**config.mk**
```make
export PLATFORM = sky130hd
export DESIGN_NAME = lcd_shift_clk_gen
export DESIGN_NICKNAME = d
export VERILOG_FILES = /design/src/rtl/lcd_clk_pkg.sv /design/src/rtl/lcd_period_calc.sv /design/src/rtl/lcd_clk_timer.sv /design/src/rtl/lcd_data_launch.sv /design/src/rtl/lcd_shift_clk_gen.sv
export SDC_FILE = /design/constraint.sdc
export NUM_CORES = 1
export LEC_CHECK = 0
export ABC_AREA = 0
export BUFFER_PORTS_ARGS = -buffer_cell sky130_fd_sc_hd__buf_2
export CAP_MARGIN = 20
export CORE_MARGIN = 2
export CORE_UTILIZATION = 24
export DETAILED_ROUTE_END_ITERATION = 16
export GPL_TIMING_DRIVEN = 1
export SETUP_SLACK_MARGIN = 0.5
export SLEW_MARGIN = 20
export SYNTH_ARGS = -nofsm -noshare
export SYNTH_HDL_FRONTEND = slang
export SYNTH_SLANG_ARGS = --single-unit
```
**constraint.sdc**
```tcl
create_clock -name clk -period 3.1 [get_ports clk]
set_input_delay 0.31 -clock clk [delete_from_list [all_inputs] [get_ports clk]]
set_output_delay 0.31 -clock clk [all_outputs]
set_load 0.005 [all_outputs]
```
**src/rtl/lcd_clk_pkg.sv**
```systemverilog
package lcd_clk_pkg;
  typedef enum logic [1:0] {
    MODE_TFT  = 2'd0,
    MODE_CSTN = 2'd1,
    MODE_MONO = 2'd2,
    MODE_RSVD = 2'd3
  } panel_mode_e;

  localparam int unsigned MIN_COLOUR_DIV = 2;
endpackage

```
**src/rtl/lcd_period_calc.sv**
```systemverilog
module lcd_period_calc
  import lcd_clk_pkg::*;
#(
  parameter int DIV_W = 8,
  parameter int CNT_W = DIV_W + 4
) (
  input  logic [DIV_W-1:0] div_sel,
  input  logic [1:0]       panel_mode,
  input  logic [1:0]       mono_width,
  output logic [CNT_W-1:0] period,
  output logic [CNT_W-1:0] half,
  output logic             cfg_err
);
  logic [CNT_W-1:0] base;

  always_comb begin
    base = CNT_W'(div_sel) + CNT_W'(1);
    if (panel_mode == MODE_MONO) period = base << mono_width;
    else                         period = base;
    half = period >> 1;
    case (panel_mode)
      MODE_TFT, MODE_CSTN: cfg_err = (div_sel < DIV_W'(MIN_COLOUR_DIV));
      MODE_MONO:           cfg_err = (period < CNT_W'(2));
      default:             cfg_err = 1'b1;
    endcase
  end
endmodule

```
**src/rtl/lcd_clk_timer.sv**
```systemverilog
module lcd_clk_timer #(
  parameter int CNT_W = 12
) (
  input  logic             clk,
  input  logic             rst_n,
  input  logic [CNT_W-1:0] period,
  input  logic [CNT_W-1:0] half,
  input  logic             cfg_err,
  input  logic             pix_valid,
  output logic             pix_ready,
  output logic             take,
  output logic             sclk_raw
);
  logic [CNT_W-1:0] cnt;
  logic             slot;

  assign slot      = (cnt == '0);
  assign pix_ready = slot & ~cfg_err;
  assign take      = pix_ready & pix_valid;

  always_ff @(posedge clk or negedge rst_n) begin
    if (!rst_n) begin
      cnt      <= '0;
      sclk_raw <= 1'b0;
    end else if (slot) begin
      sclk_raw <= 1'b0;
      if (take) cnt <= CNT_W'(1);
    end else begin
      if (cnt == half) sclk_raw <= 1'b1;
      if (cnt == period - CNT_W'(1)) cnt <= '0;
      else                           cnt <= cnt + CNT_W'(1);
    end
  end
endmodule

```
**src/rtl/lcd_data_launch.sv**
```systemverilog
module lcd_data_launch
  import lcd_clk_pkg::*;
#(
  parameter int LD_W = 18
) (
  input  logic            clk,
  input  logic            rst_n,
  input  logic            take,
  input  logic [LD_W-1:0] pix_data,
  input  logic [1:0]      panel_mode,
  input  logic [1:0]      mono_width,
  input  logic            ld_inv,
  output logic [LD_W-1:0] ld
);
  logic [LD_W-1:0] used;

  for (genvar i = 0; i < LD_W; i++) begin : g_lane
    assign used[i] = (panel_mode != MODE_MONO) || (i < (1 << mono_width));
  end

  always_ff @(posedge clk or negedge rst_n) begin
    if (!rst_n)    ld <= '0;
    else if (take) ld <= (pix_data ^ {LD_W{ld_inv}}) & used;
  end
endmodule

```
**src/rtl/lcd_shift_clk_gen.sv**
```systemverilog
module lcd_shift_clk_gen #(
  parameter int DIV_W = 8,
  parameter int LD_W  = 18
) (
  input  logic             clk,
  input  logic             rst_n,
  input  logic [DIV_W-1:0] div_sel,
  input  logic [1:0]       panel_mode,
  input  logic [1:0]       mono_width,
  input  logic             sclk_inv,
  input  logic             ld_inv,
  input  logic [LD_W-1:0]  pix_data,
  input  logic             pix_valid,
  output logic             pix_ready,
  output logic             sclk,
  output logic [LD_W-1:0]  ld,
  output logic             cfg_err
);
  localparam int CNT_W = DIV_W + 4;

  logic [CNT_W-1:0] period, half;
  logic             take, sclk_raw;

  lcd_period_calc #(.DIV_W(DIV_W), .CNT_W(CNT_W)) u_calc (
    .div_sel(div_sel), .panel_mode(panel_mode), .mono_width(mono_width),
    .period(period), .half(half), .cfg_err(cfg_err)
  );

  lcd_clk_timer #(.CNT_W(CNT_W)) u_timer (
    .clk(clk), .rst_n(rst_n), .period(period), .half(half),
    .cfg_err(cfg_err), .pix_valid(pix_valid), .pix_ready(pix_ready),
    .take(take), .sclk_raw(sclk_raw)
  );

  lcd_data_launch #(.LD_W(LD_W)) u_launch (
    .clk(clk), .rst_n(rst_n), .take(take), .pix_data(pix_data),
    .panel_mode(panel_mode), .mono_width(mono_width), .ld_inv(ld_inv),
    .ld(ld)
  );

  assign sclk = sclk_raw ^ sclk_inv;
endmodule

```
==> results by group, run 1 <==
GRT
  – Total track usage: 0.125
  – Vias in the first global route: 2732
  – Total grt overflow: 0
  – First-pass GRT wire length: 13200 um
  – Pin count of the biggest net entering global routing: 32
  – Initial antenna violation count: 0

STA
  – Clock Skews: 0.00587 ns
  – Slew margin rel.: 0.531
  – Fmax: 0.370 GHz
  – Final Setup Violations: 0
  – Max-slew violation count: 0
  – RSZ-0062 raised after global routing: true
  – Setup_tns: 0 ns
  – Endpoints failing hold: 0
  – Final Cycle Share: 0.873
  – Worst Slack Setup Final: 0.394 ns
  – Minimum clock period: 2.71 ns
  – Worst Max-Slew Pin Slew: 0.703 ns

Critical path
  – R2r startpoint: u_timer.cnt[6]$_DFFE_PN0P_
  – Critical path class: primary input to flop
  – CP arrival: 2.87 ns
  – Capturing point of the worst reg2reg path: u_launch.ld[3]$_DFFE_PN0P_
  – R2R Setup Slk: 0.74 ns
  – Startpoint Class: primary input
  – Required @ worst endpoint: 3.26 ns
  – Crit path max fanout: 6
  – R2R depth: 9
  – Kind of end point of the critical path: flop

Layout
  – Total inserted antenna cells: 0
  – Final nets: 459
  – Layout cells sized above 1: 0.363
  – Multi-input logic area: 2130 um^2
  – Fillers: 1175
  – Util after Layout: 0.347
  – Post-Layout Inst Area: 3930 um^2
  – Sequential cell area: 776 um^2
  – Synth-to-Final Area Change: 41.8%

CTS
  – Num CTS Buffers: 5
  – TritonCTS clock tree: built
  – Clk sinks: 31
  – Latest clock arrival within the worst-skew pair: 0.28 ns
  – CTS root buffer: clkbuf_16
  – CTS Buffer Depth: 2
  – H-tree depth: 2
  – Clock transition at the registers of the reported paths: 0.05 ns

Synthesis
  – Yosys Warn Count: 0
  – Cell count after synthesis: 342
  – Syn_area_per_cell: 8.10 um^2
  – Mapped Nets: 381
  – Top cell type by total area after synthesis: dfrtp_1
  – Most area-consuming cells after synthesis: dfrtp_1 (28%), xor2_1 (11%), xnor2_1 (7.3%)
  – Synth Cell Area: 2770 um^2
  – Ys flop type: dfrtp_1
  – Sequential fraction of the synthesis area: 0.280
  – Distinct cells, synth: 58
  – Asr flop ratio synth: 1.00
  – Number of synthesized flops with an enable pin: 0
  – Yosys top cell area share: 0.280
  – Post-synth top cells: nand2_1 (43), xor2_1 (35), dfrtp_1 (31)
  – Yosys reg bits: 31
  – Most instantiated library cell after synthesis: nand2_1

Die
  – Die Width: 111 um
  – Core Footprint: 11300 um^2
  – Die height: 111 um
  – Die area: 12400 um^2
  – Initial Utilization: 0.245
  – FP Rows: 39
  – Boundary Pins: 56

Placed design
  – Setup WS pre-CTS: 0.0741 ns
  – PortBufs: 55
  – Final Wtd Congestion: 0.867
  – Area after DPL: 3360 um^2
  – HPWL after DPL: 5660 um

Pwr
  – P_leak: 1.76 nW
  – Final Power: 2.14 mW
  – Pwr dens: 545 nW/um^2
  – Peak VDD IR: 305 uV

Detailed routing
  – Via Count: 2820
  – Final wirelength: 8050 um
  – DRT antenna net count: 0
  – Drt first pass iters: 5
  – Vias per cell: 5.00
  – DRT iter0 DRCs: 198
  – Residual DRC: 0
  – Routed len/inst: 14.3 um

Status
  – Outcome: finished clean

Flow run
  – Maxcap violations: 0

Worst hold path
  – Worst hold path class: primary input to async pin
-- flip-flops by register name (all words and copies together), names as in the netlist --
name and flops:
u_launch.ld 18, u_timer.cnt 12, u_timer.sclk_raw 1
-- repair_timing --
action / CTS / global route
pin swaps: 17 / 16
setup buffers: 10 / 11
hold buffers: 0 / 0
cloned: 0 / 0
gates resized for setup: 25 / 24
endpoints found under the hold margin: 0 / 0
endpoints found under the setup margin: 27 / 32
-- cells by family after synthesis --
logic type	synth area share
adders and majority gates	0.0181
and+or+nand+nor	0.282
muxes	0.0185
DFF	0.280
AOI/OAI and AO/OA	0.163
buffers and inverters	0.0555
xor gates and xnor gates	0.183
-- per-stage QoR --
step | instances | hold slack [ns]
final | 564 | 0.0828
after global routing | 564 | 0.155
after CTS | 553 | 0.112
after floorplan | 342 | 0.0144
after detailed placement | 535 | 0.410
after global placement | 535 | 0.399
-- power breakdown --
part	internal, mW	switching [mW]
Sequential	0.573	0.171
Clock	0.341	0.179
Combinational	0.441	0.437
Total	1.36	0.787
-- cell type report --
class / instances / area share
sequential: 31 / 0.197
clock buffer: 7 / 0.0389
tap: 143 / 0.0455
timing repair buffer: 97 / 0.168
inverter: 8 / 0.00764
clock inverter: 1 / 0.00191
multi-input combinational: 277 / 0.541
-- worst max-delay path: stages --
cell and delay [ns]:
buf_12 0.11, ha_4 0.16, buf_4 0.14, buf_6 0.12, xor2_4 0.18, a211oi_2 0.21
o22ai_2 0.11, nor3b_2 0.23, nand2b_1 0.11, or3_1 0.37, mux2i_1 0.16, o211ai_1 0.19
nor3_4 0.26, buf_6 0.15, nor2_1 0.04
-- cell usage in the layout (no fill, tap or decap), drive strengths merged, types with 2 or more instances in the layout --
| cell type | Yosys | layout |
|---|---|---|
| nor3 | 16 | 16 |
| clkbuf | 13 | 8 |
| buf | 13 | 96 |
| nor2b | 3 | 3 |
| xor2 | 35 | 35 |
| o211ai | 3 | 3 |
| nor4bb | 2 | 2 |
| nor2 | 24 | 24 |
| inv | 8 | 8 |
| nor4 | 6 | 6 |
| and4b | 2 | 2 |
| mux2i | 4 | 4 |
| a211o | 2 | 2 |
| ha | 4 | 4 |
| o21a | 2 | 2 |
| nor3b | 5 | 5 |
| nand2b | 6 | 6 |
| a32oi | 2 | 2 |
| nand3 | 13 | 13 |
| o22ai | 4 | 4 |
| nand3b | 3 | 3 |
| a21oi | 7 | 7 |
| and3 | 7 | 7 |
| o211a | 2 | 2 |
| xnor2 | 23 | 23 |
| a211oi | 5 | 5 |
| a31oi | 4 | 4 |
| a21o | 3 | 3 |
| nand2 | 43 | 43 |
| dfrtp | 31 | 31 |
| nand4 | 7 | 7 |
| nand4bb | 2 | 2 |
| o31ai | 2 | 2 |
| o21ai | 23 | 23 |
-- routing by layer --
metal / vias to the layer above / GRT usage / routed length (um)
met1: 1339 / 0.168 / 3580
li1: 1357 / - / -
met5: - / 0 / 0
met2: 110 / 0.212 / 3910
met4: 0 / 0.0263 / 115
met3: 14 / 0.0196 / 444
-- worst max-delay path by stage --
stage / from / endpoint / slack (ns) / depth (start not counted)
after floorplan: div_sel[0] / u_timer.cnt[2]$_DFFE_PN0P_ / 0.44 / 12
after global placement: div_sel[3] / u_timer.cnt[10]$_DFFE_PN0P_ / 0.17 / 12
after detailed placement: div_sel[0] / u_timer.cnt[1]$_DFFE_PN0P_ / 0.07 / 12
after CTS: div_sel[1] / u_timer.cnt[1]$_DFFE_PN0P_ / 0.50 / 12
after global routing: div_sel[0] / u_timer.cnt[1]$_DFFE_PN0P_ / 0.25 / 14
final: div_sel[0] / u_timer.cnt[9]$_DFFE_PN0P_ / 0.39 / 15
(Power assumes the default switching activity.)
==> run 2, diff against run 1 <==
GPL_TIMING_DRIVEN = 0   (was 1)
==> run 2 against run 1 <==
  * Critical endpoint is now u_timer.cnt[2]$_DFFE_PN0P_
  * Largest cell class unchanged
  * Cell count increased by 0.89%
  * Power increased by 2.1%
  * Largest power group unchanged
  * Critical path type unchanged
  * Sequential share of layout area decreased by 0.70 points
  * Critical path depth increased by 1
==> results by group, run 2 (synthesized netlist as in run 1, its figures left out) <==
Critical path
  – Crit path max fanout: 6
  – Required @ worst endpoint: 3.24 ns
  – Kind of end point of the critical path: flop
  – Startpoint Class: primary input
  – WP buf/inv: 5
  – Crit path largest cell delay: 0.40 ns
  – Critical path class: primary input to flop
  – CP arrival: 2.98 ns
  – CP top delay family: simple AND/OR/NAND/NOR gates
  – R2r startpoint: u_timer.cnt[6]$_DFFE_PN0P_
  – Worst path cell trace: buf_12 > ha_4 > buf_12 > xnor2_4 > a211oi_2 > a221o_1 > nor3b_2 > nand2b_1 > or3_4 > mux2i_4 > o211ai_1 > buf_4 > nor3_4 > buf_6 > buf_12 > nor3_1
  – Slowest cell on the critical path: or3_4
  – R2R depth: 9
  – Cell repeated most along the worst path: buf_12
  – R2R Setup Slk: 0.72 ns
  – Capturing point of the worst reg2reg path: u_launch.ld[3]$_DFFE_PN0P_

GRT
  – Vias in the first global route: 2747
  – First-pass GRT wire length: 13400 um
  – Total track usage: 0.130
  – Total grt overflow: 0
  – Initial antenna violation count: 0
  – Pin count of the biggest net entering global routing: 32

Pwr
  – P_leak: 1.76 nW
  – Pwr dens: 537 nW/um^2
  – Final Power: 2.19 mW
  – Peak VDD IR: 306 uV

Layout
  – Fillers: 1164
  – Total inserted antenna cells: 0
  – Most frequent cells in the layout: buf_2 (46), nand2_1 (42), xor2_1 (34), dfrtp_1 (31), buf_4 (27)
  – Final nets: 465
  – Biggest regs: u_launch.ld: 18 flops, u_timer.cnt: 12 flops, u_timer.sclk_raw: 1 flops
  – Post-Layout Inst Area: 4070 um^2
  – Layout cells sized above 1: 0.373
  – Reg with most FFs: u_launch.ld
  – Commonest non-fill, non-tap cell in the layout: buf_2
  – Number of flip-flops in the largest register: 18
  – Util after Layout: 0.360
  – Synth-to-Final Area Change: 47.0%

CTS
  – Clk sinks: 31
  – TritonCTS clock tree: built
  – Clock transition at the registers of the reported paths: 0.05 ns
  – CTS root buffer: clkbuf_16
  – H-tree depth: 2
  – Num CTS Buffers: 5
  – Latest clock arrival within the worst-skew pair: 0.28 ns
  – CTS Buffer Depth: 2

Placed design
  – HPWL after DPL: 5820 um
  – Area after DPL: 3330 um^2
  – PortBufs: 49
  – Setup WS pre-CTS: -0.124 ns
  – Final Wtd Congestion: 0.848

STA
  – Fmax: 0.353 GHz
  – Max-slew violation count: 0
  – Worst Slack Setup Final: 0.264 ns
  – Slew margin rel.: 0.533
  – Clock Skews: 0.00650 ns
  – Final Setup Violations: 0
  – Setup_tns: 0 ns
  – Endpoints failing hold: 0
  – Final Cycle Share: 0.915
  – Worst Max-Slew Pin Slew: 0.700 ns
  – Minimum clock period: 2.84 ns
  – RSZ-0062 raised after global routing: true

Die
  – Core Footprint: 11300 um^2
  – FP Rows: 39
  – Initial Utilization: 0.245
  – Die height: 111 um
  – Die Width: 111 um
  – Die area: 12400 um^2
  – Boundary Pins: 56

Detailed routing
  – Routed len/inst: 14.5 um
  – Final wirelength: 8250 um
  – DRT iter0 DRCs: 172
  – DRT antenna net count: 0
  – Vias per cell: 4.92
  – Via Count: 2798
  – Drt first pass iters: 4
  – Residual DRC: 0

Status
  – Outcome: finished clean

Worst hold path
  – Worst hold path class: primary input to async pin

Flow run
  – Maxcap violations: 0
run 2: worst max path at each step:
stage | from | endpoint | slack (ns) | depth (start not counted)
floorplan | div_sel[0] | u_timer.cnt[2]$_DFFE_PN0P_ | 0.44 | 12
global placement | div_sel[0] | u_timer.cnt[1]$_DFFE_PN0P_ | -0.11 | 12
detailed placement | panel_mode[0] | u_timer.cnt[4]$_DFFE_PN0P_ | -0.12 | 13
CTS | div_sel[0] | u_timer.cnt[2]$_DFFE_PN0P_ | 0.39 | 16
global route | mono_width[1] | u_timer.cnt[2]$_DFFE_PN0P_ | 0.15 | 15
finish | div_sel[1] | u_timer.cnt[2]$_DFFE_PN0P_ | 0.26 | 16
run 2: cell type report:
class / count / area [um^2] / area share
Multi-Input combinational cell: 277 / 2230 / 0.547
Timing Repair Buffer: 77 / 523 / 0.128
Clock buffer: 6 / 139 / 0.0341
Clock inverter: 1 / 5.00 / 0.00123
Tap cell: 143 / 179 / 0.0439
Buffer: 26 / 193 / 0.0473
Sequential cell: 31 / 776 / 0.190
Inverter: 8 / 30.0 / 0.00737
run 2: through the flow:
| step | instances | hold slack, ns |
|---|---|---|
| after floorplan | 342 | 0.0144 |
| after global placement | 534 | 0.403 |
| after detailed placement | 534 | 0.402 |
| after CTS | 561 | 0.104 |
| after global routing | 569 | 0.129 |
| final | 569 | 0.0776 |
run 2: routing by layer:
| metal | part of all wire | track usage |
|---|---|---|
| met5 | 0 | 0 |
| met1 | 0.44 | 0.166 |
| met3 | 0.050 | 0.0261 |
| met4 | 0.016 | 0.0403 |
| met2 | 0.49 | 0.221 |
run 2: power breakdown:
part / total (mW) / switching, mW / internal, mW
sequential: 0.679 / 0.106 / 0.573
combinational: 1.03 / 0.545 / 0.481
clock: 0.483 / 0.170 / 0.313
run 2: repair_timing:
item	4_1_cts	5_1_grt
hold buffers	0	0
gates resized for setup	42	40
pin swaps	13	9
cloned	1	0
endpoints found under the setup margin	32	32
setup buffers	19	8
==> run 3, diff against run 2 <==
MAX_ROUTING_LAYER = met4   (was default)
REMOVE_ABC_BUFFERS = 1   (was default)
SLEW_MARGIN = 30   (was 20)
==> run 3 against run 2 <==
  * Worst setup slack improved by 0.15 ns
  * Fmax up 5.7%
  * Utilization decreased by 0.40 points
  * Largest power group unchanged
  * Combinational power down 9%
  * Critical path type unchanged
  * Non-clock buffer count down 10
  * Count of clock-buffer cells in the layout fell by 1
==> results by group, run 3 (synthesized netlist as in run 1, its figures left out) <==
CTS
  – Cts hold-fix bufs: 0
  – Clock transition at the registers of the reported paths: 0.05 ns
  – CTS Buffer Depth: 2
  – Latest clock arrival within the worst-skew pair: 0.28 ns
  – CTS root buffer: clkbuf_16
  – Num CTS Buffers: 5
  – Clk sinks: 31
  – H-tree depth: 2
  – TritonCTS clock tree: built

GRT
  – First-pass GRT wire length: 13000 um
  – Vias in the first global route: 2760
  – Total grt overflow: 0
  – Total track usage: 0.130
  – Pin count of the biggest net entering global routing: 32
  – Initial antenna violation count: 0

Pwr
  – Pwr dens: 556 nW/um^2
  – Combinational share of power: 0.419
  – Switching share of power: 0.365
  – Peak VDD IR: 219 uV
  – Int Power: 1.42 mW
  – P_leak: 1.75 nW
  – Sw power: 0.817 mW
  – Final Power: 2.24 mW
  – Sequential share of power: 0.332
  – Clock power share: 0.248

Layout
  – Number of flip-flops in the largest register: 18
  – Most frequent cells in the layout: buf_2 (49), nand2_1 (41), buf_4 (37), xor2_1 (33), dfrtp_1 (31)
  – Synth-to-Final Area Change: 45.3%
  – Fillers: 1148
  – Biggest regs: u_launch.ld: 18 flops, u_timer.cnt: 12 flops, u_timer.sclk_raw: 1 flops
  – Final nets: 456
  – Reg with most FFs: u_launch.ld
  – Commonest non-fill, non-tap cell in the layout: buf_2
  – Total inserted antenna cells: 0
  – Layout cells sized above 1: 0.392
  – Util after Layout: 0.356

Critical path
  – Cell repeated most along the worst path: mux2i_1
  – Kind of end point of the critical path: flop
  – Required @ worst endpoint: 3.26 ns
  – R2R Setup Slk: 0.79 ns
  – Worst path cell trace: buf_12 > ha_4 > nand3_4 > xnor2_4 > a221o_1 > nand4bb_4 > nor4_4 > mux2i_1 > mux2i_1 > a21oi_2 > nor3_4 > buf_6 > nor2_2
  – CP arrival: 2.84 ns
  – Crit path largest cell delay: 0.41 ns
  – Startpoint Class: primary input
  – Crit path max fanout: 8
  – Critical path class: primary input to flop
  – WP buf/inv: 2
  – Slowest cell on the critical path: a221o_1
  – CP top delay family: simple AND/OR/NAND/NOR gates

Die
  – Die height: 111 um
  – Initial Utilization: 0.245
  – Core Footprint: 11300 um^2
  – Boundary Pins: 56
  – FP Rows: 39
  – Die area: 12400 um^2
  – Die Width: 111 um

STA
  – WHS: 0.0713 ns
  – Worst Max-Slew Pin Slew: 0.711 ns
  – Endpoints failing hold: 0
  – Minimum clock period: 2.68 ns
  – Final Cycle Share: 0.865
  – RSZ-0062 raised after global routing: true
  – Fmax: 0.373 GHz
  – Clock Skews: 0.00570 ns
  – Max-slew violation count: 0
  – Slew margin rel.: 0.522
  – Final Setup Violations: 0

Worst hold path
  – Worst hold path class: primary input to async pin

Detailed routing
  – DRT iter0 DRCs: 211
  – Via Count: 2808
  – Drt first pass iters: 4
  – DRT antenna net count: 0
  – Residual DRC: 0
  – Final wirelength: 8090 um
  – Routed len/inst: 14.4 um
  – Vias per cell: 5.01

Placed design
  – HPWL after DPL: 5400 um
  – PortBufs: 55
  – Final Wtd Congestion: 0.892

Status
  – Outcome: finished clean

Flow run
  – Maxcap violations: 0
==> run 3: power groups by stage <==
stage | clock [mW] | combinational [mW] | sequential (mW)
floorplan | 0 | 0.484 | 0.722
global placement | 0 | 0.747 | 0.738
detailed placement | 0 | 0.765 | 0.748
CTS | 0.567 | 0.842 | 0.744
global route | 0.585 | 1.04 | 0.773
finish | 0.556 | 0.938 | 0.744
==> run 3: area by class of cell <==
class	count	area, um^2	share of cell area
multi-input combinational	278	2240	0.556
sequential	31	776	0.193
timing repair buffer	93	633	0.157
tap	143	179	0.0444
clock buffer	5	125	0.0311
clock inverter	3	43.8	0.0109
inverter	8	30.0	0.00746
==> run 3: final timing paths <==
path | startpoint | endpoint | cells past startpoint
min reg2reg | u_launch.ld[11]$_DFFE_PN0P_ | u_launch.ld[11]$_DFFE_PN0P_ | 2
min in group clk | pix_data[9] | u_launch.ld[9]$_DFFE_PN0P_ | 4
max | div_sel[0] | u_timer.cnt[11]$_DFFE_PN0P_ | 13
min | rst_n | u_launch.ld[0]$_DFFE_PN0P_ | 1
max in group asynchronous | rst_n | u_timer.cnt[3]$_DFFE_PN0P_ | 1
max reg2reg | u_timer.cnt[4]$_DFFE_PN0P_ | u_launch.ld[6]$_DFFE_PN0P_ | 7
==> run 3: layer usage <==
| layer | up-vias | part of all wire | track usage |
|---|---|---|---|
| met5 | - | 0 | - |
| met2 | 54 | 0.50 | 0.220 |
| met3 | 19 | 0.030 | 0.0234 |
| li1 | 1352 | - | - |
| met1 | 1383 | 0.44 | 0.159 |
| met4 | 0 | 0.024 | 0.0379 |
==> run 3: repair_timing <==
item,4_1_cts,5_1_grt
gates cloned,1,0
setup endpoints to repair,33,32
resized for setup,44,42
buffers inserted,22,16
pin swaps,13,27
==> run 3: through the flow <==
step	std cells	TNS, ns	setup slack [ns]	cell area, um^2
5_1_grt	561	0	0.276	4030
2_1_floorplan	316	-0.0689	-0.0689	2650
3_3_place_gp	514	-20.76	-0.937	3100
3_5_place_dp	514	-15.86	-0.658	3120
6_report	561	0	0.417	4030
4_1_cts	545	0	0.506	3700
